**src/rtl/sdram_seq_pkg.sv**
```systemverilog
package sdram_seq_pkg;

  typedef enum logic [1:0] {
    CMD_NOP,
    CMD_PRE_ALL,
    CMD_REFRESH,
    CMD_MODE_SET
  } seq_cmd_e;

  // Convert nanoseconds to whole cycles, rounding up (minimum delays).
  function automatic int ns_to_cyc_up(input int ns, input int mhz);
    return (ns * mhz + 999) / 1000;
  endfunction

  // Convert nanoseconds to whole cycles, rounding down (maximum intervals).
  function automatic int ns_to_cyc_dn(input int ns, input int mhz);
    return (ns * mhz) / 1000;
  endfunction

  // Timer load value for a command-to-command gap of c cycles,
  // given one issue cycle plus one wait cycle that sees the timer done.
  function automatic int gap_load(input int c);
    return (c > 2) ? c - 2 : 0;
  endfunction

  function automatic int max2(input int a, input int b);
    return (a > b) ? a : b;
  endfunction

endpackage

```
**src/rtl/sdram_rst_sync.sv**
```systemverilog
module sdram_rst_sync (
  input  logic clk,
  input  logic rst_n,
  output logic rst_sync_n
);
  logic [1:0] sync_q;

  always_ff @(posedge clk or negedge rst_n) begin
    if (!rst_n) sync_q <= 2'b00;
    else        sync_q <= {sync_q[0], 1'b1};
  end

  assign rst_sync_n = sync_q[1];
endmodule

```
**src/rtl/sdram_delay_timer.sv**
```systemverilog
module sdram_delay_timer #(
  parameter int W         = 8,
  parameter int RESET_VAL = 0
) (
  input  logic         clk,
  input  logic         rst_n,
  input  logic         load,
  input  logic [W-1:0] load_val,
  output logic         done
);
  logic [W-1:0] cnt_q, cnt_d;

  always_comb begin
    cnt_d = cnt_q;
    if (load)               cnt_d = load_val;
    else if (cnt_q != '0)   cnt_d = cnt_q - 1'b1;
  end

  always_ff @(posedge clk or negedge rst_n) begin
    if (!rst_n) cnt_q <= W'(RESET_VAL);
    else        cnt_q <= cnt_d;
  end

  assign done = (cnt_q == '0);

  // Once expired and not reloaded, the timer stays expired.
  assert_timer_rest_R3: assert property (@(posedge clk) disable iff (!rst_n)
    (done && !load) |=> done);
endmodule

```
**src/rtl/sdram_refresh_tick.sv**
```systemverilog
module sdram_refresh_tick #(
  parameter int REFI_CYC = 1562
) (
  input  logic clk,
  input  logic rst_n,
  input  logic enable,
  output logic due
);
  localparam int W = $clog2(REFI_CYC + 1);
  localparam logic [W-1:0] RELOAD = W'(REFI_CYC - 1);

  logic [W-1:0] cnt_q, cnt_d;

  always_comb begin
    cnt_d = cnt_q;
    if (!enable)           cnt_d = RELOAD;
    else if (cnt_q == '0)  cnt_d = RELOAD;
    else                   cnt_d = cnt_q - 1'b1;
  end

  always_ff @(posedge clk or negedge rst_n) begin
    if (!rst_n) cnt_q <= RELOAD;
    else        cnt_q <= cnt_d;
  end

  assign due = enable && (cnt_q == '0);

  generate
    if (REFI_CYC > 1) begin : g_gap_chk
      assert_due_isolated_R8: assert property (@(posedge clk) disable iff (!rst_n)
        due |=> !due);
    end
  endgenerate
endmodule

```
**src/rtl/sdram_refresh_backlog.sv**
```systemverilog
module sdram_refresh_backlog #(
  parameter int MAX_PENDING = 4
) (
  input  logic clk,
  input  logic rst_n,
  input  logic due,
  input  logic served,
  output logic owed,
  output logic overflow
);
  localparam int PW = $clog2(MAX_PENDING + 1);
  localparam logic [PW-1:0] LIMIT = PW'(MAX_PENDING);

  logic [PW-1:0] cnt_q, cnt_d;
  logic          ovf_q, ovf_d;

  always_comb begin
    cnt_d = cnt_q;
    ovf_d = ovf_q;
    if (due && !served) begin
      if (cnt_q == LIMIT) ovf_d = 1'b1;
      else                cnt_d = cnt_q + 1'b1;
    end else if (served && !due) begin
      if (cnt_q != '0) cnt_d = cnt_q - 1'b1;
    end
  end

  always_ff @(posedge clk or negedge rst_n) begin
    if (!rst_n) begin
      cnt_q <= '0;
      ovf_q <= 1'b0;
    end else begin
      cnt_q <= cnt_d;
      ovf_q <= ovf_d;
    end
  end

  assign owed     = (cnt_q != '0);
  assign overflow = ovf_q;

  assert_backlog_bound_R11: assert property (@(posedge clk) disable iff (!rst_n)
    cnt_q <= LIMIT);
  assert_overflow_sticky_R11: assert property (@(posedge clk) disable iff (!rst_n)
    overflow |=> overflow);
  assert_serve_only_owed_R10: assert property (@(posedge clk) disable iff (!rst_n)
    served |-> owed);
endmodule

```
**src/rtl/sdram_cmd_drive.sv**
```systemverilog
module sdram_cmd_drive
  import sdram_seq_pkg::*;
#(
  parameter int ADDR_W    = 12,
  parameter int BA_W      = 2,
  parameter int MODE_WORD = 'h022
) (
  input  seq_cmd_e          cmd,
  output logic              cs_n,
  output logic              ras_n,
  output logic              cas_n,
  output logic              we_n,
  output logic [BA_W-1:0]   ba,
  output logic [ADDR_W-1:0] addr
);
  always_comb begin
    {cs_n, ras_n, cas_n, we_n} = 4'b0111;
    ba   = '0;
    addr = '0;
    unique case (cmd)
      CMD_PRE_ALL: begin
        {cs_n, ras_n, cas_n, we_n} = 4'b0010;
        addr[10] = 1'b1;
      end
      CMD_REFRESH:  {cs_n, ras_n, cas_n, we_n} = 4'b0001;
      CMD_MODE_SET: begin
        {cs_n, ras_n, cas_n, we_n} = 4'b0000;
        addr = ADDR_W'(MODE_WORD);
      end
      default: ;
    endcase
  end
endmodule

```
**src/rtl/sdram_init_refresh_seq.sv**
```systemverilog
module sdram_init_refresh_seq
  import sdram_seq_pkg::*;
#(
  parameter int CLK_MHZ        = 100,
  parameter int T_STABLE_NS    = 500000,
  parameter int T_RP_NS        = 20,
  parameter int T_RC_NS        = 70,
  parameter int T_REFI_NS      = 15625,
  parameter int T_MRD_CYC      = 2,
  parameter int INIT_REFRESHES = 8,
  parameter int MAX_PENDING    = 4,
  parameter int ADDR_W         = 12,
  parameter int BA_W           = 2,
  parameter int DQM_W          = 8,
  parameter int MODE_WORD      = 'h022
) (
  input  logic              clk,
  input  logic              rst_n,
  input  logic              usr_req,
  output logic              usr_grant,
  output logic              usr_stall,
  output logic              sd_cke,
  output logic              sd_cs_n,
  output logic              sd_ras_n,
  output logic              sd_cas_n,
  output logic              sd_we_n,
  output logic [BA_W-1:0]   sd_ba,
  output logic [ADDR_W-1:0] sd_addr,
  output logic [DQM_W-1:0]  sd_dqm,
  output logic              ready,
  output logic              refresh_overflow
);
  localparam int STABLE_CYC = ns_to_cyc_up(T_STABLE_NS, CLK_MHZ);
  localparam int RP_CYC     = ns_to_cyc_up(T_RP_NS, CLK_MHZ);
  localparam int RC_CYC     = ns_to_cyc_up(T_RC_NS, CLK_MHZ);
  localparam int REFI_CYC   = ns_to_cyc_dn(T_REFI_NS, CLK_MHZ);
  localparam int MAX_WAIT   = max2(max2(STABLE_CYC, RP_CYC), max2(RC_CYC, T_MRD_CYC));
  localparam int TW         = $clog2(MAX_WAIT + 1);
  localparam int IW         = $clog2(INIT_REFRESHES + 1);

  localparam logic [TW-1:0] RP_LOAD  = TW'(gap_load(RP_CYC));
  localparam logic [TW-1:0] RC_LOAD  = TW'(gap_load(RC_CYC));
  localparam logic [TW-1:0] MRD_LOAD = TW'(gap_load(T_MRD_CYC));

  typedef enum logic [3:0] {
    ST_HOLD,
    ST_PREA,
    ST_WAIT_RP,
    ST_INIT_REF,
    ST_WAIT_INIT_RC,
    ST_MODE,
    ST_WAIT_MRD,
    ST_IDLE,
    ST_USER,
    ST_RUN_REF,
    ST_WAIT_RUN_RC
  } seq_state_e;

  logic          rst_s_n;
  seq_state_e    st_q, st_d;
  logic [IW-1:0] left_q, left_d;
  logic          tmr_load, tmr_done;
  logic [TW-1:0] tmr_val;
  logic          ref_due, ref_owed, ref_served;
  seq_cmd_e      cmd;

  sdram_rst_sync u_rst_sync (
    .clk        (clk),
    .rst_n      (rst_n),
    .rst_sync_n (rst_s_n)
  );

  sdram_delay_timer #(
    .W         (TW),
    .RESET_VAL (STABLE_CYC)
  ) u_timer (
    .clk      (clk),
    .rst_n    (rst_s_n),
    .load     (tmr_load),
    .load_val (tmr_val),
    .done     (tmr_done)
  );

  sdram_refresh_tick #(
    .REFI_CYC (REFI_CYC)
  ) u_tick (
    .clk    (clk),
    .rst_n  (rst_s_n),
    .enable (ready),
    .due    (ref_due)
  );

  sdram_refresh_backlog #(
    .MAX_PENDING (MAX_PENDING)
  ) u_backlog (
    .clk      (clk),
    .rst_n    (rst_s_n),
    .due      (ref_due),
    .served   (ref_served),
    .owed     (ref_owed),
    .overflow (refresh_overflow)
  );

  sdram_cmd_drive #(
    .ADDR_W    (ADDR_W),
    .BA_W      (BA_W),
    .MODE_WORD (MODE_WORD)
  ) u_drive (
    .cmd   (cmd),
    .cs_n  (sd_cs_n),
    .ras_n (sd_ras_n),
    .cas_n (sd_cas_n),
    .we_n  (sd_we_n),
    .ba    (sd_ba),
    .addr  (sd_addr)
  );

  // Next-state and command decode.
  always_comb begin
    st_d       = st_q;
    left_d     = left_q;
    tmr_load   = 1'b0;
    tmr_val    = '0;
    cmd        = CMD_NOP;
    ref_served = 1'b0;
    unique case (st_q)
      ST_HOLD: if (tmr_done) st_d = ST_PREA;
      ST_PREA: begin
        cmd      = CMD_PRE_ALL;
        tmr_load = 1'b1;
        tmr_val  = RP_LOAD;
        st_d     = ST_WAIT_RP;
      end
      ST_WAIT_RP: if (tmr_done) st_d = ST_INIT_REF;
      ST_INIT_REF: begin
        cmd      = CMD_REFRESH;
        tmr_load = 1'b1;
        tmr_val  = RC_LOAD;
        left_d   = left_q - 1'b1;
        st_d     = ST_WAIT_INIT_RC;
      end
      ST_WAIT_INIT_RC: if (tmr_done) st_d = (left_q == '0) ? ST_MODE : ST_INIT_REF;
      ST_MODE: begin
        cmd      = CMD_MODE_SET;
        tmr_load = 1'b1;
        tmr_val  = MRD_LOAD;
        st_d     = ST_WAIT_MRD;
      end
      ST_WAIT_MRD: if (tmr_done) st_d = ST_IDLE;
      ST_IDLE: begin
        if (ref_owed)     st_d = ST_RUN_REF;
        else if (usr_req) st_d = ST_USER;
      end
      ST_USER: if (!usr_req) st_d = ST_IDLE;
      ST_RUN_REF: begin
        cmd        = CMD_REFRESH;
        tmr_load   = 1'b1;
        tmr_val    = RC_LOAD;
        ref_served = 1'b1;
        st_d       = ST_WAIT_RUN_RC;
      end
      ST_WAIT_RUN_RC: begin
        if (tmr_done) begin
          if (ref_owed)     st_d = ST_RUN_REF;
          else if (usr_req) st_d = ST_USER;
          else              st_d = ST_IDLE;
        end
      end
      default: st_d = ST_HOLD;
    endcase
  end

  always_ff @(posedge clk or negedge rst_s_n) begin
    if (!rst_s_n) begin
      st_q   <= ST_HOLD;
      left_q <= IW'(INIT_REFRESHES);
    end else begin
      st_q   <= st_d;
      left_q <= left_d;
    end
  end

  assign ready     = (st_q == ST_IDLE) || (st_q == ST_USER) ||
                     (st_q == ST_RUN_REF) || (st_q == ST_WAIT_RUN_RC);
  assign usr_grant = (st_q == ST_USER);
  assign usr_stall = usr_req && (st_q != ST_USER);
  assign sd_cke    = 1'b1;
  assign sd_dqm    = {DQM_W{~ready}};

  assert_ready_holds_R7: assert property (@(posedge clk) disable iff (!rst_s_n)
    ready |=> ready);
  assert_grant_nop_R9: assert property (@(posedge clk) disable iff (!rst_s_n)
    usr_grant |-> ({sd_cs_n, sd_ras_n, sd_cas_n, sd_we_n} == 4'b0111));
  assert_grant_stall_excl_R9: assert property (@(posedge clk) disable iff (!rst_s_n)
    !(usr_grant && usr_stall));
  assert_mode_after_refs_R4: assert property (@(posedge clk) disable iff (!rst_s_n)
    (cmd == CMD_MODE_SET) |-> (left_q == '0));
  assert_owed_blocks_grant_R12: assert property (@(posedge clk) disable iff (!rst_s_n)
    (ref_owed && !usr_grant) |=> !$rose(usr_grant));
endmodule

```
**config.mk**
```make
export PLATFORM = sky130hd
export DESIGN_NAME = sdram_init_refresh_seq
export DESIGN_NICKNAME = d
export VERILOG_FILES = /design/src/rtl/sdram_seq_pkg.sv /design/src/rtl/sdram_rst_sync.sv /design/src/rtl/sdram_delay_timer.sv /design/src/rtl/sdram_refresh_tick.sv /design/src/rtl/sdram_refresh_backlog.sv /design/src/rtl/sdram_cmd_drive.sv /design/src/rtl/sdram_init_refresh_seq.sv
export SDC_FILE = /design/constraint.sdc
export NUM_CORES = 1
export LEC_CHECK = 0
export BUFFER_PORTS_ARGS = -buffer_cell sky130_fd_sc_hd__buf_2
export CORE_AREA = 3 3 89 125
export CTS_CLUSTER_DIAMETER = 150
export CTS_CLUSTER_SIZE = 20
export DETAILED_ROUTE_END_ITERATION = 6
export DIE_AREA = 0 0 92 128
export HOLD_SLACK_MARGIN = 0.15
export PLACE_DENSITY_LB_ADDON = 0.1
export REMOVE_ABC_BUFFERS = 1
export SLEW_MARGIN = 10
export SYNTH_ARGS = -nofsm -noshare
export SYNTH_HDL_FRONTEND = slang
export SYNTH_SLANG_ARGS = --single-unit
```
**constraint.sdc**
```tcl
create_clock -name clk -period 2.1 [get_ports clk]
set_input_delay 0.105 -clock clk [delete_from_list [all_inputs] [get_ports clk]]
set_output_delay 0.105 -clock clk [all_outputs]
set_load 0.02 [all_outputs]
```
==> metrics.md <==
| Metric | Value |
|---|---|
| Status | finished with violations |
| Failing checks | setup timing |
| Top-count cell post-synth | nor2_1 |
| Prevailing post-synth register cell | dfrtp_1 |
| Gpl congestion | 0.738 |
| Final max-slew violation count | 0 |
| Slew headroom | 59.5% |
| Ranking of synthesized cells by area | dfrtp_1, dfstp_2, buf_4 |
| Row count | 43 |
| DRT antenna net count | 0 |
| Die area | 0.0118 mm^2 |
| Top cell type's share of synthesized area | 29.1% |
| Tmin final | 2.22 ns |
| Total Neg Setup Slack | -0.570 ns |
| First DRT Iteration DRCs | 53 |
| Post-synth EDFFs | 0 |
| Antenna violations before repair | 0 |
| Largest net degree at the start of global routing | 30 |
| Finished Layout Cells | 479 |
| Post-DP HPWL | roughly 4.1 mm |
| Final setup violation count | 9 |
| Post-Syn Area | 0.00249 mm^2 |
| CTS root buffer | clkbuf_16 |
| First-pass GRT wire length | 10.1 mm |
| Share of layout cells above drive strength 1 | 43.0% |
| Arrival @ worst endpoint | between 2 and 2.5 ns |
| Post-synth cell types | 48 |
| Reg-to-reg startpoint | u_timer.cnt_q[14] |
| Max-Cap Viols | 0 |
| Core area | 0.0100 mm^2 |
| CTS H-Tree Depth | 2 |
| Pre-CTS setup slack | -0.226 ns |
| Vias | 2017 |
| Starting Density | between 20% and 30% |
| Reg clk slew, reported paths | about 0.060 ns |
| CTS tree | built |
| Drt drc | 0 |
| PortBufs | 20 |
| Vias per cell | 4.21 |
| Fillcell total | 1068 |
| Total GRT Usage | about a tenth |
| Startpoint type of the worst setup path | flip-flop |
| Final Hold Fails | 0 |
| # IOs | 34 |
| DR pass1 iterations | 4 |
| Layout net count | 352 |
| WS Path Type | flip-flop to flip-flop |
| Commonest cells post-synth | nor2_1, dfrtp_1, buf_4 |
| Final period utilization | 106% |
| Peak Freq | 451 MHz |
| Max clock buf depth | 2 |
| Critical path launch point | u_timer.cnt_q[14] |
| Worst-path maximum fanout | 6 |
| Placed cells | 450 |
| RSZ-0062 raised after global routing | true |
| Total congestion overflow | 0 |
| Worst slew pin tran | a little over 0.6 ns |
| Syn avg cell area | 9.30 um^2 |
| Peak supply drop | ~0.0006 V |
| Flops & latches, synth | 41 |
| Die Wd | 92 um |
| Slack of the critical path | -0.116 ns |
| Drt wl/cell | 12.4 um |
| Critical Path RT | about 2.3 ns |
| Pleak | 1.54 nW |
| Warnings, synthesis | 0 |
| Vias in the first global route | 2080 |
| Fraction of registers with async set/reset | 100% |
| Area grow syn2layout | 39.7% |
| Chip height | approximately 130 um |
| Clock sinks | 41 |
| Clk_lat worst skew | between 0.2 and 0.3 ns |
| Sequential fraction of the synthesis area | 41.8% |
| Cell taking the most area after synthesis | dfrtp_1 |
| # diodes | 0 |
| Post-Route WL | 5.95 mm |
| Cell count after synthesis | 268 |
| Crit end category | flip-flop |
| Skew final | 0.00508 ns |
| CTS buffer count | 5 |
| Hold WC Path Type | flip-flop to async pin |
| P per Cell Area | 1210 mW/mm^2 |
## worst max-delay path, stage by stage, from the launching register on
cell and delay [ns]:
dfstp_2 0.38, or4_4 0.55, or4_4 0.62, a2bb2oi_4 0.24
mux2_4 0.32
## repair_timing
action,CTS,global route
buffers inserted,16,5
setup endpoints to repair,17,28
gates resized for setup,26,19
hold buffers,2,0
cloned,1,0
pin swaps,9,14
hold endpoints to repair,2,0
## cells by family (layout without fill, tap and decap cells)
logic type | Yosys count | count (layout) | share of synthesized area [%]
other | 2 | 14 | 0.301
xor gates and xnor gates | 26 | 26 | 9.14
buffers and inverters | 45 | 109 | 10.2
AOI/OAI and AO/OA | 36 | 36 | 10.1
muxes | 4 | 4 | 1.81
adders and majority gates | 6 | 6 | 3.31
DFF | 41 | 41 | 41.8
and+or+nand+nor | 108 | 108 | 23.3
## report_power, final
group	total, mW	internal, mW	switching [mW]
clock network	0.826	0.504	0.322
registers	1.24	1.06	0.183
logic	2.16	1.05	1.10
total	4.23	2.62	1.61
## state kept, by name, summed over array words and instances, names as in the netlist
name / flops
u_rst_sync.sync_q: 2
u_backlog.cnt_q: 3
left_q: 4
u_timer.cnt_q: 16
u_backlog.overflow: 1
u_tick.cnt_q: 11
st_q: 4
## cell type report
type                    instances  area (um^2)  share of cell area [%]
inverters                      13         48.8                    1.40
clock buffers                   7          153                    4.39
clock inverters                 1         5.00                   0.144
multi-input cells             194         1410                    40.6
well taps                     135          169                    4.85
repair buffers                 88          652                    18.7
flip-flops and latches         41         1040                    29.9
## per-stage QoR
stage / util [%] / area [um^2] / hold WS, ns / power (mW)
final: 34.8 / 3480 / 0.231 / 4.23
after global routing: 34.8 / 3480 / 0.275 / 4.58
after CTS: 33.8 / 3380 / 0.243 / 4.20
after detailed placement: 29.6 / 2970 / -0.108 / 3.18
after global placement: 29.6 / 2970 / -0.109 / 3.18
after floorplan: - / 2330 / -0.191 / 2.43
## cell usage in the layout (no fill, tap or decap), types with 3 or more instances in the layout
cell / synthesis / layout
nand2b_1: 4 / 4
nand2_1: 18 / 16
dfstp_2: 12 / 12
o21ai_1: 0 / 3
mux2_4: 0 / 3
nor2b_1: 4 / 3
or4_4: 4 / 5
buf_4: 21 / 61
xor2_1: 10 / 10
buf_6: 1 / 3
o21a_1: 3 / 3
clkbuf_16: 0 / 5
nand3_1: 5 / 3
conb_1: 2 / 14
inv_1: 13 / 9
buf_2: 0 / 20
o21ai_0: 10 / 7
nor4_4: 1 / 3
nor2_1: 36 / 35
dfrtp_1: 29 / 29
nor3_1: 10 / 9
inv_2: 0 / 4
a21oi_1: 10 / 8
ha_1: 5 / 3
nor3b_1: 3 / 3
xnor2_1: 16 / 14
## worst paths after layout
kind | endpoint | cells after the start | slack [ns]
hold reg to reg | u_timer.cnt_q[7] | 0 | 0.23
setup / recovery | st_q[1] | 4 | -0.12
setup reg to reg | st_q[1] | 4 | -0.12
min in group clk | u_rst_sync.sync_q[1] | 0 | 0.35
hold / removal | u_timer.cnt_q[7] | 0 | 0.23
max in group asynchronous | u_tick.cnt_q[9] | 1 | 1.23
## routing by layer
layer / wire length, um / up-vias / GRT usage (%)
li1: - / 1027 / -
met1: 2750 / 959 / 13.6
met2: 2960 / 23 / 18.0
met3: 125 / 8 / 1.59
met4: 114 / 0 / 4.46
met5: 0 / - / 0
Power figures use the tool's default switching activity.
